[config.mk]
export PLATFORM = sky130hd
export DESIGN_NAME = wfifo_pair
export DESIGN_NICKNAME = d
export VERILOG_FILES = /design/src/rtl/wfifo_pkg.sv /design/src/rtl/wfifo_store.sv /design/src/rtl/wfifo_flags.sv /design/src/rtl/wfifo_dircnt.sv /design/src/rtl/wfifo_pair.sv
export SDC_FILE = /design/constraint.sdc
export NUM_CORES = 1
export LEC_CHECK = 0
export BUFFER_PORTS_ARGS = -buffer_cell sky130_fd_sc_hd__buf_2
export CAP_MARGIN = 20
export CORE_MARGIN = 1
export CORE_UTILIZATION = 35
export CTS_CLUSTER_DIAMETER = 150
export CTS_CLUSTER_SIZE = 20
export DETAILED_ROUTE_END_ITERATION = 12
export PLACE_DENSITY = 0.59
export SYNTH_ARGS = -nofsm -noshare
export SYNTH_HDL_FRONTEND = slang
export SYNTH_SLANG_ARGS = --single-unit
[constraint.sdc]
create_clock -name clk -period 5.4 [get_ports clk]
set_input_delay 0.27 -clock clk [delete_from_list [all_inputs] [get_ports clk]]
set_output_delay 0.27 -clock clk [all_outputs]
set_load 0.05 [all_outputs]
[src/rtl/wfifo_pkg.sv]
package wfifo_pkg;

  // address map (word addresses)
  localparam logic [3:0] A_XFER   = 4'd0;
  localparam logic [3:0] A_MODE   = 4'd1;
  localparam logic [3:0] A_OPFLG  = 4'd2;
  localparam logic [3:0] A_ERRFLG = 4'd3;
  localparam logic [3:0] A_RDCNT  = 4'd4;
  localparam logic [3:0] A_WRCNT  = 4'd5;
  localparam logic [3:0] A_INCNT  = 4'd6;
  localparam logic [3:0] A_OUTCNT = 4'd7;
  localparam logic [3:0] A_TXPORT = 4'd8;
  localparam logic [3:0] A_RXPORT = 4'd9;

  localparam int unsigned SZ_LSB = 16;

  typedef enum logic [1:0] {
    SVC_FIFO  = 2'd0,
    SVC_BLOCK = 2'd1
  } svc_mode_e;

  // words per block from the 2-bit code
  function automatic int unsigned blk_words(input int unsigned code);
    return (code == 0) ? 4 : code * 16;
  endfunction

  // FIFO depth from block size and 3-bit code
  function automatic int unsigned fifo_words(input int unsigned blk, input int unsigned code);
    return blk * (2 << code);
  endfunction

  // transmit: top bytes of a left-justified word moved to the bottom
  function automatic logic [31:0] tx_align(input logic [31:0] w, input logic [1:0] sz);
    case (sz)
      2'd0:    return {24'h0, w[31:24]};
      2'd1:    return {16'h0, w[31:16]};
      default: return w;
    endcase
  endfunction

  // receive: keep the low bytes of the word size
  function automatic logic [31:0] rx_trim(input logic [31:0] w, input logic [1:0] sz);
    case (sz)
      2'd0:    return {24'h0, w[7:0]};
      2'd1:    return {16'h0, w[15:0]};
      default: return w;
    endcase
  endfunction

endpackage

[src/rtl/wfifo_store.sv]
module wfifo_store #(
  parameter int unsigned DEPTH = 8,
  parameter int unsigned W     = 32
) (
  input  logic         clk,
  input  logic         rst_n,
  input  logic         flush,
  input  logic         push,
  input  logic [W-1:0] pdata,
  input  logic         pop,
  output logic [W-1:0] head,
  output logic         empty,
  output logic         full,
  output logic         push_ok,
  output logic         pop_ok
);
  localparam int unsigned PW = (DEPTH > 1) ? $clog2(DEPTH) : 1;
  localparam int unsigned LW = $clog2(DEPTH + 1);

  logic [W-1:0]  mem [DEPTH];
  logic [PW-1:0] wptr, rptr;
  logic [LW-1:0] level;

  assign empty   = (level == '0);
  assign full    = (level == LW'(DEPTH));
  assign push_ok = push && !full && !flush;
  assign pop_ok  = pop && !empty && !flush;
  assign head    = empty ? '0 : mem[rptr];

  function automatic logic [PW-1:0] nxt(input logic [PW-1:0] p);
    return (p == PW'(DEPTH - 1)) ? '0 : p + 1'b1;
  endfunction

  always_ff @(posedge clk) begin
    if (push_ok) mem[wptr] <= pdata;
  end

  always_ff @(posedge clk or negedge rst_n) begin
    if (!rst_n) begin
      wptr  <= '0;
      rptr  <= '0;
      level <= '0;
    end else if (flush) begin
      wptr  <= '0;
      rptr  <= '0;
      level <= '0;
    end else begin
      if (push_ok) wptr <= nxt(wptr);
      if (pop_ok)  rptr <= nxt(rptr);
      case ({push_ok, pop_ok})
        2'b10:   level <= level + 1'b1;
        2'b01:   level <= level - 1'b1;
        default: level <= level;
      endcase
    end
  end
endmodule

[src/rtl/wfifo_flags.sv]
module wfifo_flags #(
  parameter int unsigned N = 4
) (
  input  logic         clk,
  input  logic         rst_n,
  input  logic         clear_all,
  input  logic [N-1:0] set_vec,
  input  logic         w1c_en,
  input  logic [N-1:0] w1c_mask,
  output logic [N-1:0] q
);
  for (genvar i = 0; i < N; i++) begin : g_bit
    always_ff @(posedge clk or negedge rst_n) begin
      if (!rst_n)              q[i] <= 1'b0;
      else if (clear_all)      q[i] <= 1'b0;
      else if (set_vec[i])     q[i] <= 1'b1;
      else if (w1c_en && w1c_mask[i]) q[i] <= 1'b0;
    end
  end
endmodule

[src/rtl/wfifo_dircnt.sv]
module wfifo_dircnt #(
  parameter int unsigned CNT_W = 16,
  parameter int unsigned BLK   = 4
) (
  input  logic             clk,
  input  logic             rst_n,
  input  logic             restart,
  input  logic             step,
  input  logic [CNT_W-1:0] target,
  output logic             reach,
  output logic             blk_end
);
  localparam int unsigned BW = $clog2(BLK);

  logic [CNT_W-1:0] moved;
  logic [BW-1:0]    in_blk;

  assign reach   = step && ((CNT_W+1)'(moved) + (CNT_W+1)'(1) == (CNT_W+1)'(target));
  assign blk_end = step && (in_blk == BW'(BLK - 1));

  always_ff @(posedge clk or negedge rst_n) begin
    if (!rst_n) begin
      moved  <= '0;
      in_blk <= '0;
    end else if (restart) begin
      moved  <= '0;
      in_blk <= '0;
    end else if (step) begin
      moved  <= moved + 1'b1;
      in_blk <= (in_blk == BW'(BLK - 1)) ? '0 : in_blk + 1'b1;
    end
  end
endmodule

[src/rtl/wfifo_pair.sv]
module wfifo_pair
  import wfifo_pkg::*;
#(
  parameter int unsigned OUT_BLK_CODE  = 0,
  parameter int unsigned OUT_FIFO_CODE = 0,
  parameter int unsigned IN_BLK_CODE   = 0,
  parameter int unsigned IN_FIFO_CODE  = 0,
  parameter int unsigned CNT_W         = 16
) (
  input  logic        clk,
  input  logic        rst_n,
  input  logic        reg_wr,
  input  logic        reg_rd,
  input  logic [3:0]  reg_addr,
  input  logic [31:0] reg_wdata,
  output logic [31:0] reg_rdata,
  input  logic        eng_tx_pop,
  output logic [31:0] eng_tx_data,
  input  logic        eng_rx_push,
  input  logic [31:0] eng_rx_data
);
  localparam int unsigned OUT_BLK   = blk_words(OUT_BLK_CODE);
  localparam int unsigned OUT_DEPTH = fifo_words(OUT_BLK, OUT_FIFO_CODE);
  localparam int unsigned IN_BLK    = blk_words(IN_BLK_CODE);
  localparam int unsigned IN_DEPTH  = fifo_words(IN_BLK, IN_FIFO_CODE);

  // register strobes
  logic xfer_wr, out_wr_req, in_rd_req, op_w1c, err_w1c;
  assign xfer_wr    = reg_wr && (reg_addr == A_XFER);
  assign out_wr_req = reg_wr && (reg_addr == A_TXPORT);
  assign in_rd_req  = reg_rd && (reg_addr == A_RXPORT);
  assign op_w1c     = reg_wr && (reg_addr == A_OPFLG);
  assign err_w1c    = reg_wr && (reg_addr == A_ERRFLG);

  // transfer setup
  logic [CNT_W-1:0] count_q;
  logic [1:0]       size_q;
  always_ff @(posedge clk or negedge rst_n) begin
    if (!rst_n) begin
      count_q <= '0;
      size_q  <= '0;
    end else if (xfer_wr) begin
      count_q <= reg_wdata[CNT_W-1:0];
      size_q  <= reg_wdata[SZ_LSB+1:SZ_LSB];
    end
  end

  logic      fifo_mode;
  svc_mode_e svc_mode;
  assign fifo_mode = (32'(count_q) <= IN_DEPTH);
  assign svc_mode  = fifo_mode ? SVC_FIFO : SVC_BLOCK;

  // output FIFO (register port -> engine)
  logic [31:0] out_head;
  logic out_empty, out_full, out_push_ok, out_pop_ok, out_one;
  wfifo_store #(.DEPTH(OUT_DEPTH), .W(32)) u_out (
    .clk(clk), .rst_n(rst_n), .flush(xfer_wr),
    .push(out_wr_req), .pdata(reg_wdata),
    .pop(eng_tx_pop), .head(out_head),
    .empty(out_empty), .full(out_full),
    .push_ok(out_push_ok), .pop_ok(out_pop_ok)
  );

  // track "exactly one word left" for the FIFO-mode empty event
  logic [$clog2(OUT_DEPTH+1)-1:0] out_lvl;
  always_ff @(posedge clk or negedge rst_n) begin
    if (!rst_n)        out_lvl <= '0;
    else if (xfer_wr)  out_lvl <= '0;
    else if (out_push_ok && !out_pop_ok) out_lvl <= out_lvl + 1'b1;
    else if (out_pop_ok && !out_push_ok) out_lvl <= out_lvl - 1'b1;
  end
  assign out_one = (out_lvl == 1);

  assign eng_tx_data = tx_align(out_head, size_q);

  // input FIFO (engine -> register port)
  logic [31:0] in_head;
  logic in_empty, in_full, in_push_ok, in_pop_ok;
  wfifo_store #(.DEPTH(IN_DEPTH), .W(32)) u_in (
    .clk(clk), .rst_n(rst_n), .flush(xfer_wr),
    .push(eng_rx_push), .pdata(rx_trim(eng_rx_data, size_q)),
    .pop(in_rd_req), .head(in_head),
    .empty(in_empty), .full(in_full),
    .push_ok(in_push_ok), .pop_ok(in_pop_ok)
  );

  // moved-word counters
  logic out_reach, out_blk_end, in_reach, in_blk_end;
  wfifo_dircnt #(.CNT_W(CNT_W), .BLK(OUT_BLK)) u_out_cnt (
    .clk(clk), .rst_n(rst_n), .restart(xfer_wr), .step(out_pop_ok),
    .target(count_q), .reach(out_reach), .blk_end(out_blk_end)
  );
  wfifo_dircnt #(.CNT_W(CNT_W), .BLK(IN_BLK)) u_in_cnt (
    .clk(clk), .rst_n(rst_n), .restart(xfer_wr), .step(in_push_ok),
    .target(count_q), .reach(in_reach), .blk_end(in_blk_end)
  );

  // named events
  logic ev_out_svc, ev_in_svc, ev_out_done, ev_in_done;
  logic ev_out_ovr, ev_out_udr, ev_in_ovr, ev_in_udr;
  assign ev_out_svc  = (svc_mode == SVC_FIFO) ? (out_pop_ok && out_one && !out_push_ok)
                                              : out_blk_end;
  assign ev_in_svc   = (svc_mode == SVC_FIFO) ? in_reach : in_blk_end;
  assign ev_out_done = out_reach;
  assign ev_in_done  = in_reach;
  assign ev_out_ovr  = out_wr_req && out_full;
  assign ev_out_udr  = eng_tx_pop && out_empty;
  assign ev_in_ovr   = eng_rx_push && in_full;
  assign ev_in_udr   = in_rd_req && in_empty;

  // sticky flags: op_q = {in done, out done, in svc, out svc} -> bits 11:8
  //               err_q = {out ovr, in udr, out udr, in ovr} -> bits 5:2
  logic [3:0] op_q, err_q;
  wfifo_flags #(.N(4)) u_opf (
    .clk(clk), .rst_n(rst_n), .clear_all(xfer_wr),
    .set_vec({ev_in_done, ev_out_done, ev_in_svc, ev_out_svc}),
    .w1c_en(op_w1c), .w1c_mask(reg_wdata[11:8]), .q(op_q)
  );
  wfifo_flags #(.N(4)) u_errf (
    .clk(clk), .rst_n(rst_n), .clear_all(xfer_wr),
    .set_vec({ev_out_ovr, ev_in_udr, ev_out_udr, ev_in_ovr}),
    .w1c_en(err_w1c), .w1c_mask(reg_wdata[5:2]), .q(err_q)
  );

  // count registers
  logic [31:0] cnt_fifo_v, cnt_blk_v;
  assign cnt_fifo_v = fifo_mode ? 32'(count_q) : 32'h0;
  assign cnt_blk_v  = fifo_mode ? 32'h0 : 32'(count_q);

  // read mux
  always_comb begin
    case (reg_addr)
      A_XFER:   reg_rdata = {14'h0, size_q, 16'h0} | 32'(count_q);
      A_MODE:   reg_rdata = {18'h0, svc_mode, svc_mode, 3'(IN_FIFO_CODE), 2'(IN_BLK_CODE),
                             3'(OUT_FIFO_CODE), 2'(OUT_BLK_CODE)};
      A_OPFLG:  reg_rdata = {20'h0, op_q, in_full, out_full, !in_empty, !out_empty, 4'h0};
      A_ERRFLG: reg_rdata = {26'h0, err_q, 2'b00};
      A_RDCNT,
      A_WRCNT:  reg_rdata = cnt_fifo_v;
      A_INCNT,
      A_OUTCNT: reg_rdata = cnt_blk_v;
      A_RXPORT: reg_rdata = in_head;
      default:  reg_rdata = 32'h0;
    endcase
  end
endmodule

=== Yosys cells after proc, flatten, opt, wreduce, memory -nomap -nowiden ===
Memories as Yosys holds them, arrays and structs flattened.
Index checks and enable logic that the tools add are counted.

* Input port bits: 74
* Word-level logic and storage cells: 195
* Memories kept: 2
* Output and inout port bits: 64
* Bits in registers: 86
* Bits in writable memories: 512

* Magnitude comparators: 1
* Muxes and demuxes: 67
* Eq/ne operators: 25
* Reductions and logical operators: 62
* $add $sub $neg: 16
* Bitwise gates (word level): 1

{| class="wikitable"
|+ Memories
! memory !! words !! width !! rd ports !! clocked after Yosys merged registers in !! wr ports !! line !! text
|-
| u_in.mem || 8 || 32 || 1 || 0 || 1 || wfifo_store.sv:20 || <nowiki>logic [W-1:0] mem [DEPTH];</nowiki>
|-
| u_out.mem || 8 || 32 || 1 || 0 || 1 || wfifo_store.sv:20 ||
|}

{| class="wikitable"
|+ Operators by type and width
! kind !! count
|-
| 32-bit one-hot mux with 7 select lines || 1
|-
| 32-bit one-hot mux with 2 select lines || 2
|-
| 16-bit two-way mux || 6
|-
| 32-bit two-way mux || 2
|-
| 3-bit two-way mux || 12
|-
| 16-bit by 1-bit adder with 17-bit output (second input constant) || 2
|-
| 17-bit by 16-bit equality test with 1-bit output || 2
|-
| 1-bit logical AND || 33
|-
| 3-bit nonzero test || 11
|-
| 16-bit by 1-bit adder with 16-bit output (second input constant) || 2
|-
| 1-bit two-way mux || 31
|-
| 4-bit two-way mux || 5
|-
| 18-bit by 16-bit OR with 18-bit output || 1
|-
| 4-bit by 3-bit equality test with 1-bit output (second input constant) || 4
|-
| 4-bit equality test (second input constant) || 4
|-
| 16-bit by 4-bit <= comparator with 1-bit output (second input constant) || 1
|-
| 4-bit one-hot mux with 2 select lines || 2
|-
| 3-bit by 1-bit adder with 3-bit output (second input constant) || 4
|-
| 4-bit by 1-bit adder with 4-bit output (second input constant) || 3
|-
| 3-bit equality test (second input constant) || 4
|-
| 4-bit logical NOT || 3
|-
| 2-bit two-way mux || 6
|-
| 4-bit by 1-bit subtractor with 4-bit output (second input constant) || 3
|-
| 2-bit equality test (second input constant) || 4
|-
| other kinds (8) || 24
|}

=== Depth between registers and ports, before layout ===
Gate-level depths: netlist of the first run.

* Word-level depth: 9
* Mapped depth: 13
* Depth with buffers taken out: 11

=== Cells and area by module ===
Synthesis of the first run repeated with hierarchy kept, for this count alone.

* Cells, all modules: 1,635
* Area, all modules: 26,305.2 µm²

{| class="wikitable"
|+ By module, submodules not included
! module !! area an instance (µm²) !! cells each !! seq. area each (µm²) !! instances
|-
| wfifo_store || 10,425.0 || 495 || 7,937.6 || 2
|-
| wfifo_dircnt || 1,458.9 || 172 || 450.4 || 2
|-
| wfifo_pair || 2,194.6 || 269 || 550.5 || 1
|-
| wfifo_flags || 171.4 || 16 || 100.1 || 2
|}

=== Worst setup path before layout of the first run ===
Ideal clock, no wire load.

* Path kind: register to register
* Start point: reg u_in.level[3]
* End point: mem u_in.mem[0][0], enable pin
* Path slack: 0.640 ns
* Data arrival time: 4.259 ns
* Path buffers: 1
* Stages on the path, launching flop included: 6
* Period minus slack after synthesis: 4.760 ns
* Cell sequence: dfrtp_1 -> nor4b_1 -> nor2b_1 -> clkbuf_1 -> nand2_1 -> nor4_1

* Cells in the longest elaborated chain, start to end: 6

{| class="wikitable"
|+ RTL lines
! what !! line !! text
|-
| start, declared || wfifo_store.sv:22 || <nowiki>logic [LW-1:0] level;</nowiki>
|-
| start signal, assigned || wfifo_store.sv:51 || <nowiki>2'b10: level <= level + 1'b1;</nowiki>
|-
| start signal, assigned || wfifo_store.sv:52 || <nowiki>2'b01: level <= level - 1'b1;</nowiki>
|-
| start signal, assigned || wfifo_store.sv:53 || <nowiki>default: level <= level;</nowiki>
|-
| 4-bit equality test || wfifo_store.sv:25 || <nowiki>assign full = (level == LW'(DEPTH));</nowiki>
|-
| 1-bit logical NOT || wfifo_store.sv:26 || <nowiki>assign push_ok = push && !full && !flush;</nowiki>
|-
| 1-bit logical AND (2 in a row) || wfifo_store.sv:26 ||
|-
| 1-bit two-way mux || wfifo_store.sv:35 || <nowiki>if (push_ok) mem[wptr] <= pdata;</nowiki>
|-
| 1-bit two-way mux (not written as such) || wfifo_store.sv:35 ||
|-
| end, declared || wfifo_store.sv:20 ||
|}

No other way between the ends.

=== Worst setup path after layout of the first run ===
* Start point: reg count_q[14]
* End point: out reg_rdata[0]

* Cells in the longest elaborated chain, start to end: 3
* Elaborated cells on any way between the ends: 4
* Classes of those cells: 1 x order compare; 3 x mux

{| class="wikitable"
|+ RTL lines
! what !! line !! text
|-
| start, declared || wfifo_pair.sv:36 || <nowiki>logic [CNT_W-1:0] count_q;</nowiki>
|-
| start signal, assigned || wfifo_pair.sv:43 || <nowiki>count_q <= reg_wdata[CNT_W-1:0];</nowiki>
|-
| 16-bit by 4-bit <= comparator with 1-bit output (*) || wfifo_pair.sv:50 || <nowiki>assign fifo_mode = (32'(count_q) <= IN_DEPTH);</nowiki>
|-
| 16-bit two-way mux (on tied branches) || wfifo_pair.sv:128, wfifo_pair.sv:127 ||
|-
| 32-bit one-hot mux with 7 select lines (*) || wfifo_pair.sv:132 || <nowiki>case (reg_addr)</nowiki>
|-
| end, declared || wfifo_pair.sv:16 || <nowiki>output logic [31:0] reg_rdata,</nowiki>
|}

Every way passes the cells marked *; elsewhere a longest branch is shown, timed or not.

==> impl_metrics.ini, run 1 <==
[outcome]
run_status = completed

[global_routing]
global_route.overflow_total = 0
grt_start_max_net_pins = 82
grt_use_total_pct = 16.5
grt_antenna_before_repair = 1
grt_first_pass_wirelength_um = 92100
vias_in_the_first_global_route = 14459

[clock_network]
cts_inserted_buffers = 35
cts_sinks = 598
postCtsResizedCells = 0
cts_max_level = 2
tritoncts = built
clock_path_buffers = 3
post-cts-setup-buffers = 0
post_cts_hold_buffer_count = 29
clk_pin_slew_worst_paths_ps = 90
clock-root-buffer = sky130_fd_sc_hd__clkbuf_16
clk_latency_ps = 580

[drt]
dr.pass1.iters = 5
route.vias.total = 14094
antenna_left = 0
vias_per_cell = 5.27
post-route-drc-count = 0
routed_wl_um = 60900
detailedRoute.firstIterationViolations = 1116
wl_per_instance_um = 22.7

[yosys]
synthesis.yosys.warnings = 0
synth_enable_flop_cells = 512
yosysUniqueCellTypes = 68
synth_seq_area_share_pct = 68.6
syn_avg_cell_area_sq_um = 16.3
ys_async_rst_share_pct = 14.4
mappedNetlistNets = 1662
postSynth.topFlopCell = sky130_fd_sc_hd__edfxtp_1
syn_inst = 1564
synth_seq_cells = 598
synthesis.area_sq_um = 25600

[place]
dpl.hpwl_um = 38600
port-buffer-count = 137
place.gp.congestion = 0.906
dp.cells = 2587

[floorplan]
num_rows = 98
pin_count = 138
core_area_sq_um = 71900
die_height_um = 272
initial_utilization_pct = 35.6
die_area_sq_um = 74100
dieWidth_um = 272

[power]
power.internal_mw = 8.39
combPwrFrac_pct = 29.3
leakagePower_nw = 9.62
switching_share_pct = 33.5
sequential_power_share_pct = 49.0
clkPwrFrac_pct = 21.7
vdd_ir_drop_max_mv = 0.471
power_per_cell_area_nw_per_um2 = 441
power.switching_mw = 4.23

[sta]
fin_max_slew_vios = 0
fin_crit_sh_pct = 71.9
report.final.hold_viol_count = 0
finalSetupViolations = 0
slew_headroom_pct = 27.1
post-route-min-period_ps = 3880
fin_worst_skew_ps = 35.3
finalSetupTns_ps = 0
rsz_0062_raised_after_global_routing = false
max_freq_mhz = 258
worst_slew_pin_slew_ps = 1090

[worst_setup_path]
worstPathRequired_ps = 5130
ff2ff_setup_slack_ps = 1880
setup.worst_path.class = reg -> out
crit_slowest_cell = sky130_fd_sc_hd__a211oi_4
worstPathArrival_ps = 3610
critPathLaunchType = flip-flop
path_depth = 7
worstPathCellList = nor4_1 > and4_1 > a211oi_2 > a211oi_4 > nand2_1 > o21ai_0 > buf_2
critPathCaptureType = output pin
r2r_cells = 12
critical-path-top-delay-family = compound AO/OA/AOI/OAI gates
crit_buf_inv = 1
critical_path.max_fanout = 16
critPathMaxStageDelay_ps = 780

[layout]
nets = 1802
antenna-diode-count = 0
layout.core_utilization_pct = 39.8
syn2layout_area_growth_pct = 12.0
layout.cells.most_common = sky130_fd_sc_hd__edfxtp_1
count_of_non_filler_cells_in_the_finished_layout = 2676
n_fill_cell = 6593
drive_above_1_share_pct = 22.2
layout_common_cells = 512 x sky130_fd_sc_hd__edfxtp_1, 136 x sky130_fd_sc_hd__buf_2, 128 x sky130_fd_sc_hd__mux4_2, 117 x sky130_fd_sc_hd__nand2_1, 107 x sky130_fd_sc_hd__nor2_1

[hold_path]
holdCritPathClass = in -> reg
hold_depth = 3

[run]
max_cap_violations = 0
-- flip-flops by register name, indices dropped and copies added (netlist names) --
| name | flops |
|---|---|
| u_in.mem | 256 |
| u_out.mem | 256 |
| count_q | 16 |
| u_in_cnt.moved | 16 |
| u_out_cnt.moved | 16 |
| out_lvl | 4 |
| u_errf.q | 4 |
| u_in.level | 4 |
| u_opf.q | 4 |
| u_out.level | 4 |
| u_in.rptr | 3 |
| u_in.wptr | 3 |
| u_out.rptr | 3 |
| u_out.wptr | 3 |
| size_q | 2 |
| u_in_cnt.in_blk | 2 |
| u_out_cnt.in_blk | 2 |
-- power groups by stage --
stage | clock network (mW) | registers, mW | logic [mW]
6_report | 2.73 | 6.18 | 3.70
5_1_grt | 2.97 | 6.27 | 4.01
4_1_cts | 2.81 | 6.24 | 3.70
3_5_place_dp | 0 | 6.34 | 3.67
3_3_place_gp | 0 | 6.31 | 3.61
2_1_floorplan | 0 | 5.82 | 3.11
-- synthesized netlist by cell type (6+ instances only) --
cell type / count / area share, %
sky130_fd_sc_hd__xnor2_1: 46 / 1.6
sky130_fd_sc_hd__mux4_2: 128 / 11
sky130_fd_sc_hd__edfxtp_1: 512 / 60
sky130_fd_sc_hd__clkbuf_1: 36 / 0.53
sky130_fd_sc_hd__o22ai_1: 12 / 0.29
sky130_fd_sc_hd__o21ai_0: 31 / 0.61
sky130_fd_sc_hd__ha_1: 22 / 1.1
sky130_fd_sc_hd__nor3_1: 32 / 0.63
sky130_fd_sc_hd__buf_1: 7 / 0.10
sky130_fd_sc_hd__buf_6: 7 / 0.31
sky130_fd_sc_hd__a221o_2: 7 / 0.31
sky130_fd_sc_hd__inv_1: 13 / 0.19
sky130_fd_sc_hd__or3_1: 12 / 0.29
sky130_fd_sc_hd__nor2b_1: 13 / 0.32
sky130_fd_sc_hd__o31ai_1: 6 / 0.18
sky130_fd_sc_hd__nor4_1: 14 / 0.34
sky130_fd_sc_hd__a21oi_1: 37 / 0.72
sky130_fd_sc_hd__nand2_1: 117 / 1.7
sky130_fd_sc_hd__xor2_1: 29 / 0.99
sky130_fd_sc_hd__nor2_1: 112 / 1.6
sky130_fd_sc_hd__dfrtp_1: 86 / 8.4
sky130_fd_sc_hd__mux2i_1: 68 / 2.7
sky130_fd_sc_hd__nand3_1: 40 / 0.78
sky130_fd_sc_hd__buf_2: 41 / 0.80
sky130_fd_sc_hd__nand4_1: 16 / 0.39
sky130_fd_sc_hd__and2_1: 36 / 0.88
-- final cells by class --
class                      count  area [sq um]  area share, %
tap                          950          1190           4.15
inverter                      14          52.6          0.184
clock buffer                  56           976           3.41
multi-input combinational    853          7570           26.5
clock inverter                 3          28.8          0.101
timing repair buffer         202          1260           4.41
sequential                   598         17500           61.3
-- final timing paths --
| path | start | to |
|---|---|---|
| max reg2reg | u_in.level[0] | u_in.level[3] |
| min reg2reg | u_in_cnt.in_blk[1] | u_in_cnt.in_blk[1] |
| min | reg_wdata[17] | size_q[1] |
| max | count_q[14] | reg_rdata[0] |
| max in group asynchronous | rst_n | u_out.rptr[0] |
| min in group asynchronous | rst_n | u_errf.q[0] |
-- worst min-delay path: stages --
cell                      delay, ps
sky130_fd_sc_hd__buf_2          160
sky130_fd_sc_hd__nand2_1         70
sky130_fd_sc_hd__nand2_1         40
-- layer usage --
| layer | up-vias | GRT usage (%) | wire length, um |
|---|---|---|---|
| met5 | - | 0 | 18 |
| li1 | 6296 | - | - |
| met3 | 82 | 2.13 | 2710 |
| met1 | 7322 | 22.2 | 26400 |
| met4 | 2 | 4.92 | 1550 |
| met2 | 392 | 27.9 | 30200 |
-- through the flow --
step | power (mW) | cell area (sq um) | worst slack, ps | hold slack (ps)
2_1_floorplan | 8.93 | 25600 | 640 | -25.6
3_3_place_gp | 9.92 | 27300 | 1900 | 277
3_5_place_dp | 10.0 | 27300 | 1880 | 298
4_1_cts | 12.7 | 28600 | 1440 | 2.04
5_1_grt | 13.2 | 28600 | 1160 | 22.3
6_report | 12.6 | 28600 | 1520 | 21.1
-- logic make-up (layout without fill, tap and decap cells) --
kind of cell	count (synthesis)	count (layout)	synth area share, %
AOI/OAI and AO/OA	130	130	3.34
xor gates and xnor gates	75	75	2.57
adders and majority gates	24	24	1.23
buffers and inverters	113	275	2.15
DFF	598	598	68.6
muxes	196	196	13.9
and+or+nand+nor	428	428	8.15
No activity file was read; power rests on OpenSTA's default activity.
==> run 2: changes to the inputs <==
- PLACE_DENSITY: 0.59 -> 0.6
- clock period: 5.4 -> 3.5 ns (I/O delays scaled with it)
==> run 2 against run 1 <==
  * Combinational power grew 65%
  * Die area unchanged
  * Sequential share of layout area fell by 0.91 points
  * Sequential power is 51% higher
  * First-iteration DRC count decreased by 12%
  * Critical path type unchanged
==> impl_metrics.ini, run 2 (synthesized netlist as in run 1, its figures left out) <==
[outcome]
run_status = completed

[layout]
layout_top_registers = u_in.mem (256), u_out.mem (256)
syn2layout_area_growth_pct = 13.7
layout.cells.most_common = sky130_fd_sc_hd__edfxtp_1
count_of_non_filler_cells_in_the_finished_layout = 2716
drive_above_1_share_pct = 22.9
n_fill_cell = 6609
layout_common_cells = 512 x sky130_fd_sc_hd__edfxtp_1, 136 x sky130_fd_sc_hd__buf_2, 128 x sky130_fd_sc_hd__mux4_2, 117 x sky130_fd_sc_hd__nand2_1, 107 x sky130_fd_sc_hd__nor2_1
seq_area_sq_um = 17500
multiInputGateArea_sq_um = 7610
nets = 1838

[worst_setup_path]
worst_path_most_repeated_cell = sky130_fd_sc_hd__buf_4
critPathLaunchType = flip-flop
critPathMaxStageDelay_ps = 390
worstPathCellList = buf_4 > nor4_1 > and4_1 > a211oi_2 > a211oi_4 > buf_4 > nand2_1 > o21ai_0 > buf_2
setup.worst_path.class = reg -> out
worstPathArrival_ps = 3170
crit_buf_inv = 3
worstPathRequired_ps = 3320
critical-path-top-delay-family = simple AND/OR/NAND/NOR gates
critical_path.max_fanout = 15
critPathCaptureType = output pin
crit_slowest_cell = sky130_fd_sc_hd__and4_1

[drt]
dr.pass1.iters = 5
wl_per_instance_um = 22.4
route.vias.total = 14157
vias_per_cell = 5.21
antenna_left = 0
routed_wl_um = 60700
detailedRoute.firstIterationViolations = 983
post-route-drc-count = 0

[power]
leakagePower_nw = 9.82
power_per_cell_area_nw_per_um2 = 676
clkPwrFrac_pct = 21.3
switching_share_pct = 33.5
power.switching_mw = 6.58
vdd_ir_drop_max_mv = 0.733
combPwrFrac_pct = 31.1
power.internal_mw = 13.1
sequential_power_share_pct = 47.6

[place]
dpl.hpwl_um = 39600
place.gp.congestion = 0.882
port-buffer-count = 137
dp.cells = 2609
dpl_worst_slack_ps = 402

[global_routing]
global_route.overflow_total = 0
grt_first_pass_wirelength_um = 91800
vias_in_the_first_global_route = 14575
grt_use_total_pct = 16.4
grt_start_max_net_pins = 82
grt_antenna_before_repair = 3

[floorplan]
pin_count = 138
num_rows = 98
die_area_sq_um = 74100
initial_utilization_pct = 35.6
dieWidth_um = 272
die_height_um = 272
core_area_sq_um = 71900

[clock_network]
clk_latency_ps = 570
cts_sinks = 598
postCtsResizedCells = 0
cts_max_level = 2
cts_inserted_buffers = 35
tritoncts = built
clock_path_buffers = 3
clk_pin_slew_worst_paths_ps = 90
clock-root-buffer = sky130_fd_sc_hd__clkbuf_16

[sta]
rsz_0062_raised_after_global_routing = false
report.final.hold_viol_count = 0
finalSetupViolations = 0
fin_worst_skew_ps = 30.4
max_freq_mhz = 299
worst_slew_pin_slew_ps = 889
slew_headroom_pct = 40.5
fin_crit_sh_pct = 95.7
fin_max_slew_vios = 0
post-route-min-period_ps = 3350
fin_ws_ps = 151

[run]
max_cap_violations = 0

[hold_path]
holdCritPathClass = in -> reg
==> run 2: changes by cell type in the layout (fill, tap and decap cells not counted), sizes merged <==
cell,change
buf,+22
dlygate4sd3,+14
clkbuf,+5
clkinv,-2
diode,+1
==> run 2: area by class of cell <==
class                      instances  share of cell area [%]
antenna                            1                 0.00861
clock buffer                      61                    3.39
clock inverter                     1                  0.0301
inverter                          14                   0.181
multi-input combinational        853                    26.2
sequential                       598                    60.4
tap                              950                    4.09
timing repair buffer             238                    5.72
==> run 2: what timing repair did <==
action / 4_1_cts / 5_1_grt
hold buffers: 43 / 0
buffers inserted: 0 / 1
hold endpoints to repair: 394 / 0
endpoints found under the setup margin: 0 / 1
==> run 2: worst reg2reg max path, cell delays in order, from the launching register on <==
cell and delay (ps):
sky130_fd_sc_hd__dfrtp_1 470, sky130_fd_sc_hd__nor4_1 470, sky130_fd_sc_hd__or3_1 200, sky130_fd_sc_hd__or2_0 260, sky130_fd_sc_hd__inv_1 120, sky130_fd_sc_hd__ha_1 280, sky130_fd_sc_hd__ha_1 300, sky130_fd_sc_hd__a21o_1 160
sky130_fd_sc_hd__a21oi_1 190, sky130_fd_sc_hd__xor2_1 120, sky130_fd_sc_hd__or3_1 330, sky130_fd_sc_hd__a21oi_1 160
==> run 2: layer usage <==
| metal | GRT usage [%] | wire length (um) | up-vias |
|---|---|---|---|
| met2 | 27.5 | 30000 | 360 |
| met3 | 2.13 | 2630 | 68 |
| met4 | 3.98 | 1100 | 6 |
| met1 | 22.4 | 26900 | 7339 |
| li1 | - | - | 6384 |
| met5 | 0 | 36 | - |
==> run 2: per-stage QoR <==
stage                     hold slack [ps]  TNS [ps]  instance area [sq um]  utilization [%]  power (mW)
final                                41.9         0                  29100             40.4        19.6
after global routing                 36.5         0                  29000             40.4        20.6
after CTS                            4.58         0                  29000             40.4        19.9
after detailed placement              337         0                  27600             38.4        15.7
after global placement                324         0                  27600             38.4        15.5
after floorplan                      -121   -106710                  25600                -        13.8
==> run 2: power by group through the flow <==
stage	logic, mW	clock network, mW	registers [mW]
2_1_floorplan	4.80	0	8.98
3_3_place_gp	6.02	0	9.50
3_5_place_dp	6.12	0	9.55
4_1_cts	6.17	4.29	9.39
5_1_grt	6.60	4.53	9.46
6_report	6.11	4.17	9.35
==> run 2: final timing paths <==
kind / startpoint / end / slack, ps / cells after the start
worst max-delay path: count_q[14] / reg_rdata[14] / 150 / 9
worst min-delay path: reg_wr / u_opf.q[3] / 40 / 4
worst max register to register: u_in.level[0] / u_in.level[3] / 360 / 11
worst min register to register: u_opf.q[3] / u_opf.q[3] / 510 / 2
max in group asynchronous: rst_n / u_errf.q[3] / 2260 / 3
min in group asynchronous: rst_n / u_in_cnt.moved[6] / 280 / 2
